### config.mk
export PLATFORM = sky130hd
export DESIGN_NAME = ep_size_regfile
export DESIGN_NICKNAME = d
export VERILOG_FILES = /design/src/rtl/ep_regs_pkg.sv /design/src/rtl/ep_addr_decode.sv /design/src/rtl/ep_reg_store.sv /design/src/rtl/ep_load_fsm.sv /design/src/rtl/ep_size_regfile.sv
export SDC_FILE = /design/constraint.sdc
export NUM_CORES = 2
export LEC_CHECK = 0
export ABC_AREA = 1
export CAP_MARGIN = 10
export CORE_ASPECT_RATIO = 1.25
export CORE_MARGIN = 3
export CORE_UTILIZATION = 69
export DETAILED_ROUTE_END_ITERATION = 6
export DONT_BUFFER_PORTS = 1
export GPL_TIMING_DRIVEN = 1
export PLACE_DENSITY = 0.87
export SYNTH_ARGS = -nofsm -noshare
export SYNTH_HDL_FRONTEND = slang
export SYNTH_SLANG_ARGS = --single-unit
### constraint.sdc
create_clock -name clk -period 13.5 [get_ports clk]
set_clock_uncertainty 0.1 [all_clocks]
set_input_delay 0.675 -clock clk [delete_from_list [all_inputs] [get_ports clk]]
set_output_delay 0.675 -clock clk [all_outputs]
set_load 0.005 [all_outputs]
### src/rtl/ep_regs_pkg.sv
package ep_regs_pkg;

    // Target selected by a bus offset
    typedef enum logic [1:0] {
        TGT_NONE = 2'd0,
        TGT_EP0  = 2'd1,
        TGT_IN   = 2'd2,
        TGT_OUT  = 2'd3
    } tgt_e;

    // Command generator states
    typedef enum logic {
        LD_IDLE  = 1'b0,
        LD_ISSUE = 1'b1
    } ld_state_e;

endpackage

### src/rtl/ep_addr_decode.sv
module ep_addr_decode
    import ep_regs_pkg::*;
#(
    parameter int ADDR_W   = 12,
    parameter int NUM_EP   = 15,
    parameter int EP0_OFS  = 'h108,
    parameter int IN_BASE  = 'h10C,
    parameter int OUT_BASE = 'h14C,
    localparam int IDX_W   = $clog2(NUM_EP)
) (
    input  logic [ADDR_W-1:0] addr,
    output tgt_e              tgt,
    output logic [IDX_W-1:0]  idx
);

    localparam logic [ADDR_W-1:0] EP0_A   = ADDR_W'(EP0_OFS);
    localparam logic [ADDR_W-1:0] IN_LO   = ADDR_W'(IN_BASE);
    localparam logic [ADDR_W-1:0] IN_HI   = ADDR_W'(IN_BASE + 4 * NUM_EP);
    localparam logic [ADDR_W-1:0] OUT_LO  = ADDR_W'(OUT_BASE);
    localparam logic [ADDR_W-1:0] OUT_HI  = ADDR_W'(OUT_BASE + 4 * NUM_EP);

    logic [ADDR_W-3:0] word_a;
    logic [ADDR_W-3:0] in_word;
    logic [ADDR_W-3:0] out_word;
    logic              hit_ep0;
    logic              hit_in;
    logic              hit_out;

    // Word offset of the access; byte lanes are ignored
    assign word_a   = addr[ADDR_W-1:2];
    assign in_word  = word_a - IN_LO[ADDR_W-1:2];
    assign out_word = word_a - OUT_LO[ADDR_W-1:2];

    assign hit_ep0 = (word_a == EP0_A[ADDR_W-1:2]);
    assign hit_in  = (addr >= IN_LO)  && (addr < IN_HI);
    assign hit_out = (addr >= OUT_LO) && (addr < OUT_HI);

    always_comb begin
        tgt = TGT_NONE;
        idx = '0;
        if (hit_ep0) begin
            tgt = TGT_EP0;
        end else if (hit_in) begin
            tgt = TGT_IN;
            idx = in_word[IDX_W-1:0];
        end else if (hit_out) begin
            tgt = TGT_OUT;
            idx = out_word[IDX_W-1:0];
        end
    end

endmodule

### src/rtl/ep_reg_store.sv
module ep_reg_store
    import ep_regs_pkg::*;
#(
    parameter int DATA_W = 32,
    parameter int NUM_EP = 15,
    parameter int EP0_W  = 9,
    localparam int IDX_W = $clog2(NUM_EP)
) (
    input  logic              clk,
    input  logic              rst_n,
    input  logic              wr_en,
    input  tgt_e              tgt,
    input  logic [IDX_W-1:0]  idx,
    input  logic [DATA_W-1:0] wdata,
    output logic [DATA_W-1:0] rdata
);

    logic [EP0_W-1:0]  ep0_q;
    logic [DATA_W-1:0] in_q  [NUM_EP];
    logic [DATA_W-1:0] out_q [NUM_EP];

    // Control endpoint: narrow register, upper write bits dropped
    always_ff @(posedge clk) begin
        if (!rst_n) begin
            ep0_q <= '0;
        end else if (wr_en && tgt == TGT_EP0) begin
            ep0_q <= wdata[EP0_W-1:0];
        end
    end

    // One full-width register per endpoint and direction
    for (genvar g = 0; g < NUM_EP; g++) begin : g_ep
        always_ff @(posedge clk) begin
            if (!rst_n) begin
                in_q[g] <= '0;
            end else if (wr_en && tgt == TGT_IN && idx == IDX_W'(g)) begin
                in_q[g] <= wdata;
            end
        end

        always_ff @(posedge clk) begin
            if (!rst_n) begin
                out_q[g] <= '0;
            end else if (wr_en && tgt == TGT_OUT && idx == IDX_W'(g)) begin
                out_q[g] <= wdata;
            end
        end
    end

    always_comb begin
        unique case (tgt)
            TGT_EP0: rdata = DATA_W'(ep0_q);
            TGT_IN:  rdata = in_q[idx];
            TGT_OUT: rdata = out_q[idx];
            default: rdata = '0;
        endcase
    end

endmodule

### src/rtl/ep_load_fsm.sv
module ep_load_fsm
    import ep_regs_pkg::*;
#(
    parameter int DATA_W = 32,
    parameter int NUM_EP = 15,
    parameter int EP0_SZ_W = 7,
    localparam int IDX_W  = $clog2(NUM_EP),
    localparam int EPN_W  = $clog2(NUM_EP + 1),
    localparam int SIZE_W = DATA_W - 1
) (
    input  logic              clk,
    input  logic              rst_n,
    input  logic              wr_en,
    input  tgt_e              tgt,
    input  logic [IDX_W-1:0]  idx,
    input  logic [DATA_W-1:0] wdata,
    output logic              ld_valid,
    output logic [EPN_W-1:0]  ld_ep,
    output logic [SIZE_W-1:0] ld_size,
    output logic              ld_dir_tx
);

    ld_state_e state_q;
    ld_state_e state_d;
    logic      hit;

    assign hit = wr_en && (tgt != TGT_NONE);

    // Next-state logic
    always_comb begin
        state_d = state_q;
        unique case (state_q)
            LD_IDLE:  state_d = hit ? LD_ISSUE : LD_IDLE;
            LD_ISSUE: state_d = hit ? LD_ISSUE : LD_IDLE;
            default:  state_d = LD_IDLE;
        endcase
    end

    // State register
    always_ff @(posedge clk) begin
        if (!rst_n) begin
            state_q <= LD_IDLE;
        end else begin
            state_q <= state_d;
        end
    end

    // Command fields captured with the transition into LD_ISSUE
    always_ff @(posedge clk) begin
        if (!rst_n) begin
            ld_ep     <= '0;
            ld_size   <= '0;
            ld_dir_tx <= 1'b0;
        end else if (hit) begin
            unique case (tgt)
                TGT_EP0: begin
                    ld_ep     <= '0;
                    ld_size   <= SIZE_W'(wdata[EP0_SZ_W-1:0]);
                    ld_dir_tx <= wdata[EP0_SZ_W];
                end
                TGT_IN: begin
                    ld_ep     <= EPN_W'(idx) + EPN_W'(1);
                    ld_size   <= wdata[SIZE_W-1:0];
                    ld_dir_tx <= 1'b1;
                end
                TGT_OUT: begin
                    ld_ep     <= EPN_W'(idx) + EPN_W'(1);
                    ld_size   <= wdata[SIZE_W-1:0];
                    ld_dir_tx <= 1'b0;
                end
                default: begin
                    ld_ep     <= ld_ep;
                    ld_size   <= ld_size;
                    ld_dir_tx <= ld_dir_tx;
                end
            endcase
        end
    end

    // Output decode
    always_comb begin
        unique case (state_q)
            LD_ISSUE: ld_valid = 1'b1;
            default:  ld_valid = 1'b0;
        endcase
    end

endmodule

### src/rtl/ep_size_regfile.sv
module ep_size_regfile
    import ep_regs_pkg::*;
#(
    parameter int ADDR_W   = 12,
    parameter int DATA_W   = 32,
    parameter int NUM_EP   = 15,
    parameter int EP0_W    = 9,
    parameter int EP0_OFS  = 'h108,
    parameter int IN_BASE  = 'h10C,
    parameter int OUT_BASE = 'h14C,
    localparam int EPN_W   = $clog2(NUM_EP + 1),
    localparam int SIZE_W  = DATA_W - 1
) (
    input  logic              clk,
    input  logic              rst_n,
    input  logic              bus_wr,
    input  logic [ADDR_W-1:0] bus_addr,
    input  logic [DATA_W-1:0] bus_wdata,
    output logic [DATA_W-1:0] bus_rdata,
    output logic              ld_valid,
    output logic [EPN_W-1:0]  ld_ep,
    output logic [SIZE_W-1:0] ld_size,
    output logic              ld_dir_tx
);

    localparam int IDX_W    = $clog2(NUM_EP);
    localparam int EP0_SZ_W = EP0_W - 2;

    tgt_e             tgt;
    logic [IDX_W-1:0] idx;

    ep_addr_decode #(
        .ADDR_W   (ADDR_W),
        .NUM_EP   (NUM_EP),
        .EP0_OFS  (EP0_OFS),
        .IN_BASE  (IN_BASE),
        .OUT_BASE (OUT_BASE)
    ) u_dec (
        .addr (bus_addr),
        .tgt  (tgt),
        .idx  (idx)
    );

    ep_reg_store #(
        .DATA_W (DATA_W),
        .NUM_EP (NUM_EP),
        .EP0_W  (EP0_W)
    ) u_store (
        .clk   (clk),
        .rst_n (rst_n),
        .wr_en (bus_wr),
        .tgt   (tgt),
        .idx   (idx),
        .wdata (bus_wdata),
        .rdata (bus_rdata)
    );

    ep_load_fsm #(
        .DATA_W   (DATA_W),
        .NUM_EP   (NUM_EP),
        .EP0_SZ_W (EP0_SZ_W)
    ) u_fsm (
        .clk       (clk),
        .rst_n     (rst_n),
        .wr_en     (bus_wr),
        .tgt       (tgt),
        .idx       (idx),
        .wdata     (bus_wdata),
        .ld_valid  (ld_valid),
        .ld_ep     (ld_ep),
        .ld_size   (ld_size),
        .ld_dir_tx (ld_dir_tx)
    );

endmodule

======== After elaboration in Yosys (flattened, before gate mapping) ========
Memories as Yosys holds them, arrays and structs flattened.
Cells that the tools add are included.
W data, S select, Z words.
operators by class
  add/sub/neg operators ................... 3
  order comparisons ....................... 4
  eq/ne operators ......................... 18
  multiplexer cells ....................... 133
  bitwise logic cells ..................... 30
  reductions and logical operators ........ 43
operator list
  operator               number
  $mux W32               30
  $pmux W32 S3           1
  $mux W1                93
  $pmux W31 S2           1
  $logic_and A1 B1 Y1    36
  $or A1 B1 Y1           30
  $eq A4 B4 Y1 const B   7
  $ge A12 B9 Y1 const B  2
  $lt A12 B9 Y1 const B  2
  $eq A4 B3 Y1 const B   4
  $mux W4                3
  $eq A10 B7 Y1 const B  1
  $eq A4 B2 Y1 const B   2
  $pmux W4 S2            1
  $sub A4 B2 Y4 const B  2
  $mux W2                3
  $add A4 B1 Y4 const B  1
  $eq A2 B2 Y1 const B   2
  $eq A4 B1 Y1 const B   1
  $logic_not A4 Y1       1
  $reduce_and A2 Y1      2
  $reduce_bool A2 Y1     2
  $pmux W1 S3            1
  $reduce_bool A3 Y1     1
  2 further kinds        2
word-level totals
  bits in registers ....................... 46
  RAM bits ................................ 960
  bits of input ports ..................... 47
  output and inout port bits .............. 69
  logic and storage cells ................. 238
  memories ................................ 2
memories
  memory         depth  bits a word  read ports  clocked after memory_dff  write ports  RTL line            text
  u_store.in_q   15     32           1           0                         15           ep_reg_store.sv:19  logic [DATA_W-1:0] in_q [NUM_EP];
  u_store.out_q  15     32           1           0                         15           ep_reg_store.sv:20  logic [DATA_W-1:0] out_q [NUM_EP];

======== Logic depth before layout (Yosys ltp) ========
  depth in word-level cells ............... 12
  gate-level depth with buffers ........... 21

======== Modules after synthesis ========
From an unflattened synthesis, not the netlist that was laid out.
second synthesis, totals
  cell total of the unflattened synthesis .. 4694
  area total of the unflattened synthesis .. 44746.7 sq um
by module, submodules not included
  module          times used  cells each  area an instance (sq um)
  ep_reg_store    1           4486        43075.1
  ep_load_fsm     1           167         1453.9
  ep_addr_decode  1           41          217.7

======== Worst setup path after synthesis ========
Ideal clock, no wire load.
  kind .................................... input to register
  start point ............................. input bus_addr[2]
  end point ............................... memory u_store.out_q[7][0] (enable)
  library setup time ...................... 0.470 ns
  data arrival time ....................... 5.712 ns
  data required time ...................... 12.930 ns
  slack ................................... 7.219 ns
  stages on the path ...................... 18
  path through ............................ clkbuf_1 > inv_2 > clkbuf_1 > clkbuf_1 > ha_1 > nand2_1 > nor2_1 > nand2_1 > nand3_2 > nand2_2 > nand2_2 > inv_2 > buf_2 > buf_2 > ha_1 > buf_1 > nand3_1 > o31ai_1
RTL lines
  what             RTL line               text
  start, declared  ep_size_regfile.sv:17  input logic [ADDR_W-1:0] bus_addr,
  end, declared    ep_reg_store.sv:20

======== Worst setup path after layout ========
  start point ............................. input bus_addr[2]
  end point ............................... output bus_rdata[11]
on the way
  longest elaborated chain between the ends .. 7
  elaborated cells on any way between the ends .. 21
  those cells by class .................... add/sub: 2; order compare: 4; eq/ne: 4; mux: 7; reduce/logical: 2; memory: 2
RTL lines
  what                                                   RTL line               text
  $ge A12 B9 Y1 / $lt A12 B9 Y1 (equally long branches)  ep_addr_decode.sv:36   assign hit_out = (addr >= OUT_LO) && (addr < OUT_HI);
  $logic_and A1 B1 Y1                                    ep_addr_decode.sv:36
  $mux W4 / $mux W2 (equally long branches)              ep_addr_decode.sv:46   end else if (hit_out) begin
  $mux W4 / $mux W2 (equally long branches)              ep_addr_decode.sv:43   end else if (hit_in) begin
  $mux W4 / $mux W2 (equally long branches)              ep_addr_decode.sv:41   if (hit_ep0) begin
  $mem_v2 Z15 W32, or another cell as far along          -
  $pmux W32 S3 (*)                                       ep_reg_store.sv:51     unique case (tgt)
  end, declared                                          ep_size_regfile.sv:19  output logic [DATA_W-1:0] bus_rdata,
Every way passes the cells marked *; elsewhere a longest branch is shown, timed or not.

==> impl_metrics.sql <==
INSERT INTO impl_metrics (metric_group, metric, value, unit) VALUES
('power_and_ir_drop', 'worst_ir_drop_vdd', '0.000136', 'V'),
('place', 'place.detailed.hpwl', '74800', 'um'),
('finish', 'layout.core_utilization', '0.748', ''),
('yosys', 'mappedNetlistNets', '4944', ''),
('global_routing', 'first_global_vias', '36178', ''),
('floorplanning', 'num_rows', '105', ''),
('drt', 'first_iter_violations', '6494', ''),
('yosys', 'synth_compound_area_frac', '0.0278', ''),
('floorplanning', 'initial_core_util', '0.699', ''),
('hold_path', 'hp-class', 'in2reg', ''),
('power_and_ir_drop', 'fraction_of_power_spent_switching_nets', '0.229', ''),
('floorplanning', 'die_h', '295', 'um'),
('global_routing', 'grt_max_degree', '205', ''),
('yosys', 'synthCells', '4891', ''),
('floorplanning', 'floorplan.die.width', '237', 'um'),
('drt', 'post_drt_via_cell_ratio', '6.60', ''),
('drt', 'vias', '36904', ''),
('power_and_ir_drop', 'intPower', '5.08', 'mW'),
('global_routing', 'grt_total_usage', '0.400', ''),
('worst_setup_path', 'setup.worst_path.end_class', 'primary output', ''),
('place', 'place.gp.congestion', '0.866', ''),
('yosys', 'synth.top_cells.by_area', 'edfxtp_1 (63%), nand2_1 (11%), nor2_1 (8.6%)', ''),
('sta', 'layout_worst_path_cycle_share', '0.556', ''),
('global_routing', 'antenna_found_initial', '0', ''),
('cts', 'clk_latency', '0.67', 'ns'),
('yosys', 'yosys-mux-area-fraction', '0', ''),
('finish', 'finalNetCount', '4710', ''),
('yosys', 'post_synth_instance_area', '46100', 'um2'),
('finish', 'mostFrequentLayoutCells', 'nand2_1 (1312), nor2_1 (1060), edfxtp_1 (960)', ''),
('floorplanning', 'floorplan.die_area', '70000', 'um2'),
('drt', 'totalWireLength', '142000', 'um'),
('cts', 'cts_post_setup_buffers_inserted', '0', ''),
('power_and_ir_drop', 'p_switching', '1.51', 'mW'),
('power_and_ir_drop', 'power.density_cell_area', '134', 'nW/um2'),
('place', 'numPortBuffers', '0', ''),
('sta', 'timing_hold_violations_final', '0', ''),
('cts', 'clk_pin_slew', '0.07', 'ns'),
('yosys', 'post_synth_num_cell_types', '35', ''),
('cts', 'cts_tree', 'done', ''),
('finish', 'final.fill_count', '4112', ''),
('outcome', 'failed_checks', 'DRC', ''),
('drt', 'route.detailed.wl_per_inst', '25.5', 'um'),
('worst_setup_path', 'crit_path_arrival_time', '6.73', 'ns'),
('worst_setup_path', 'critical_path.reg2reg.startpoint', 'u_fsm.ld_ep[2]', ''),
('worst_setup_path', 'critPathCapture', 'bus_rdata[11]', ''),
('finish', 'layout_commonest_cell', 'nand2_1', ''),
('cts', 'postCtsResizedCells', '0', ''),
('worst_setup_path', 'cp_common_cell', 'nand2_1', ''),
('yosys', 'synth_top_area_cell', 'edfxtp_1', ''),
('cts', 'numClockSinks', '1006', ''),
('drt', 'drcViolationCount', '60', ''),
('drt', 'ant_nets', '0', ''),
('yosys', 'post-synth-top-area-fraction', '0.625', ''),
('yosys', 'synth-xor-area-share', '0.000380', ''),
('yosys', 'synth_area_per_cell', '9.43', 'um2'),
('worst_setup_path', 'slowest_stage', 'inv_8', ''),
('outcome', 'outcome', 'finished, violations left', ''),
('global_routing', 'grt_pass1_wl', '208000', 'um'),
('power_and_ir_drop', 'power.leakage', '20.0', 'nW'),
('cts', 'post_cts_hold_buffer_count', '0', ''),
('sta', 'clock.fmax', '0.133', 'GHz'),
('worst_setup_path', 'r2r_end', 'u_fsm.ld_ep[2]', ''),
('floorplanning', 'floorplan.core_area', '66000', 'um2'),
('sta', 'timing_worst_slew_pin_value', '1.29', 'ns'),
('yosys', 'synth-warning-count', '0', ''),
('place', 'setup_slack_after_placement', '6.45', 'ns'),
('sta', 'layout_min_cycle_time', '7.50', 'ns'),
('power_and_ir_drop', 'clock_power_share', '0.397', ''),
('yosys', 'synth.yosys.seq_area_share', '0.645', ''),
('yosys', 'postSynthRegisterBits', '1006', ''),
('cts', 'cts-buffers-inserted', '94', '');
-- cell usage after synthesis, types with 4 or more instances --
master	instances
nand2_1	1313
nor2_1	1061
edfxtp_1	960
nand3_1	533
clkbuf_1	218
inv_1	203
buf_2	172
a21oi_1	151
dfxtp_1	46
o21ai_0	44
nand4_1	39
nand3b_1	29
o21ai_1	25
buf_4	14
nand4_2	13
buf_1	10
inv_2	10
a211oi_1	9
ha_1	6
or2_2	6
o2111ai_1	5
nor2_2	4
o31ai_1	4
-- state kept, by name (all words and copies together), names as in the netlist --
| name | cells |
|---|---|
| u_store.out_q | 480 |
| u_fsm.ld_ep | 4 |
| u_store.in_q | 480 |
| u_fsm.ld_dir_tx | 1 |
| u_fsm.ld_size | 31 |
| u_fsm.state_q | 1 |
| u_store.ep0_q | 9 |
-- power groups by stage --
| stage | Combinational (mW) | Sequential [mW] | Clock (mW) |
|---|---|---|---|
| final | 0.371 | 3.60 | 2.62 |
| after global routing | 0.390 | 3.61 | 2.72 |
| after CTS | 0.353 | 3.60 | 2.59 |
| after global placement | 0.334 | 3.65 | 0 |
| after floorplan | 0.234 | 3.66 | 0 |
| after detailed placement | 0.347 | 3.66 | 0 |
-- metrics by stage --
step	cell area, um2	std cells	hold WS, ns
floorplan	46100	4891	0.334
global placement	46300	5415	0.345
detailed placement	46300	5415	0.344
CTS	49300	5587	0.0300
global route	49300	5589	0.0520
finish	49300	5589	0.0407
-- critical path: cells and delay by family --
kind,cells,cell delay [ns]
AOI/OAI and AO/OA,2,0.33
adders and majority gates,1,0.37
buffers and inverters,4,2.07
and+or+nand+nor,8,2.92
-- final cells by class --
type	count	area, um2	share of cell area
clock buffer	124	2550	0.0516
clock inverter	48	420	0.00852
inverter	213	817	0.0166
multi-input combinational	3257	14000	0.284
sequential	1006	29700	0.603
tap	856	1070	0.0217
timing repair buffer	85	728	0.0148
-- logic make-up (layout without fill, tap and decap cells) --
| logic type | count (synthesis) | after routing |
|---|---|---|
| and+or+nand+nor | 3007 | 3007 |
| DFF | 1006 | 1006 |
| buffers and inverters | 628 | 470 |
| AOI/OAI and AO/OA | 242 | 242 |
| adders and majority gates | 6 | 6 |
| xor gates and xnor gates | 2 | 2 |
-- worst min-delay path by stage --
| stage | startpoint | endpoint | slack [ns] | cells after the start |
|---|---|---|---|---|
| after floorplan | u_store.ep0_q[0] | u_store.ep0_q[0] | 0.33 | 2 |
| after global placement | u_store.ep0_q[5] | u_store.ep0_q[5] | 0.34 | 2 |
| after detailed placement | u_store.ep0_q[6] | u_store.ep0_q[6] | 0.34 | 2 |
| after CTS | bus_wdata[7] | u_fsm.ld_size[7] | 0.03 | 2 |
| after global routing | bus_wdata[22] | u_fsm.ld_size[22] | 0.05 | 2 |
| final | bus_wdata[7] | u_fsm.ld_size[7] | 0.04 | 2 |
-- routing by layer --
metal,GRT usage,vias up,part of all wire
met1,0.475,16925,0.30
met5,0,-,0
met4,0.296,0,0.083
met3,0.106,892,0.16
met2,0.636,3470,0.46
li1,-,15617,-
Note: power is estimated with default switching activity, not from simulation.
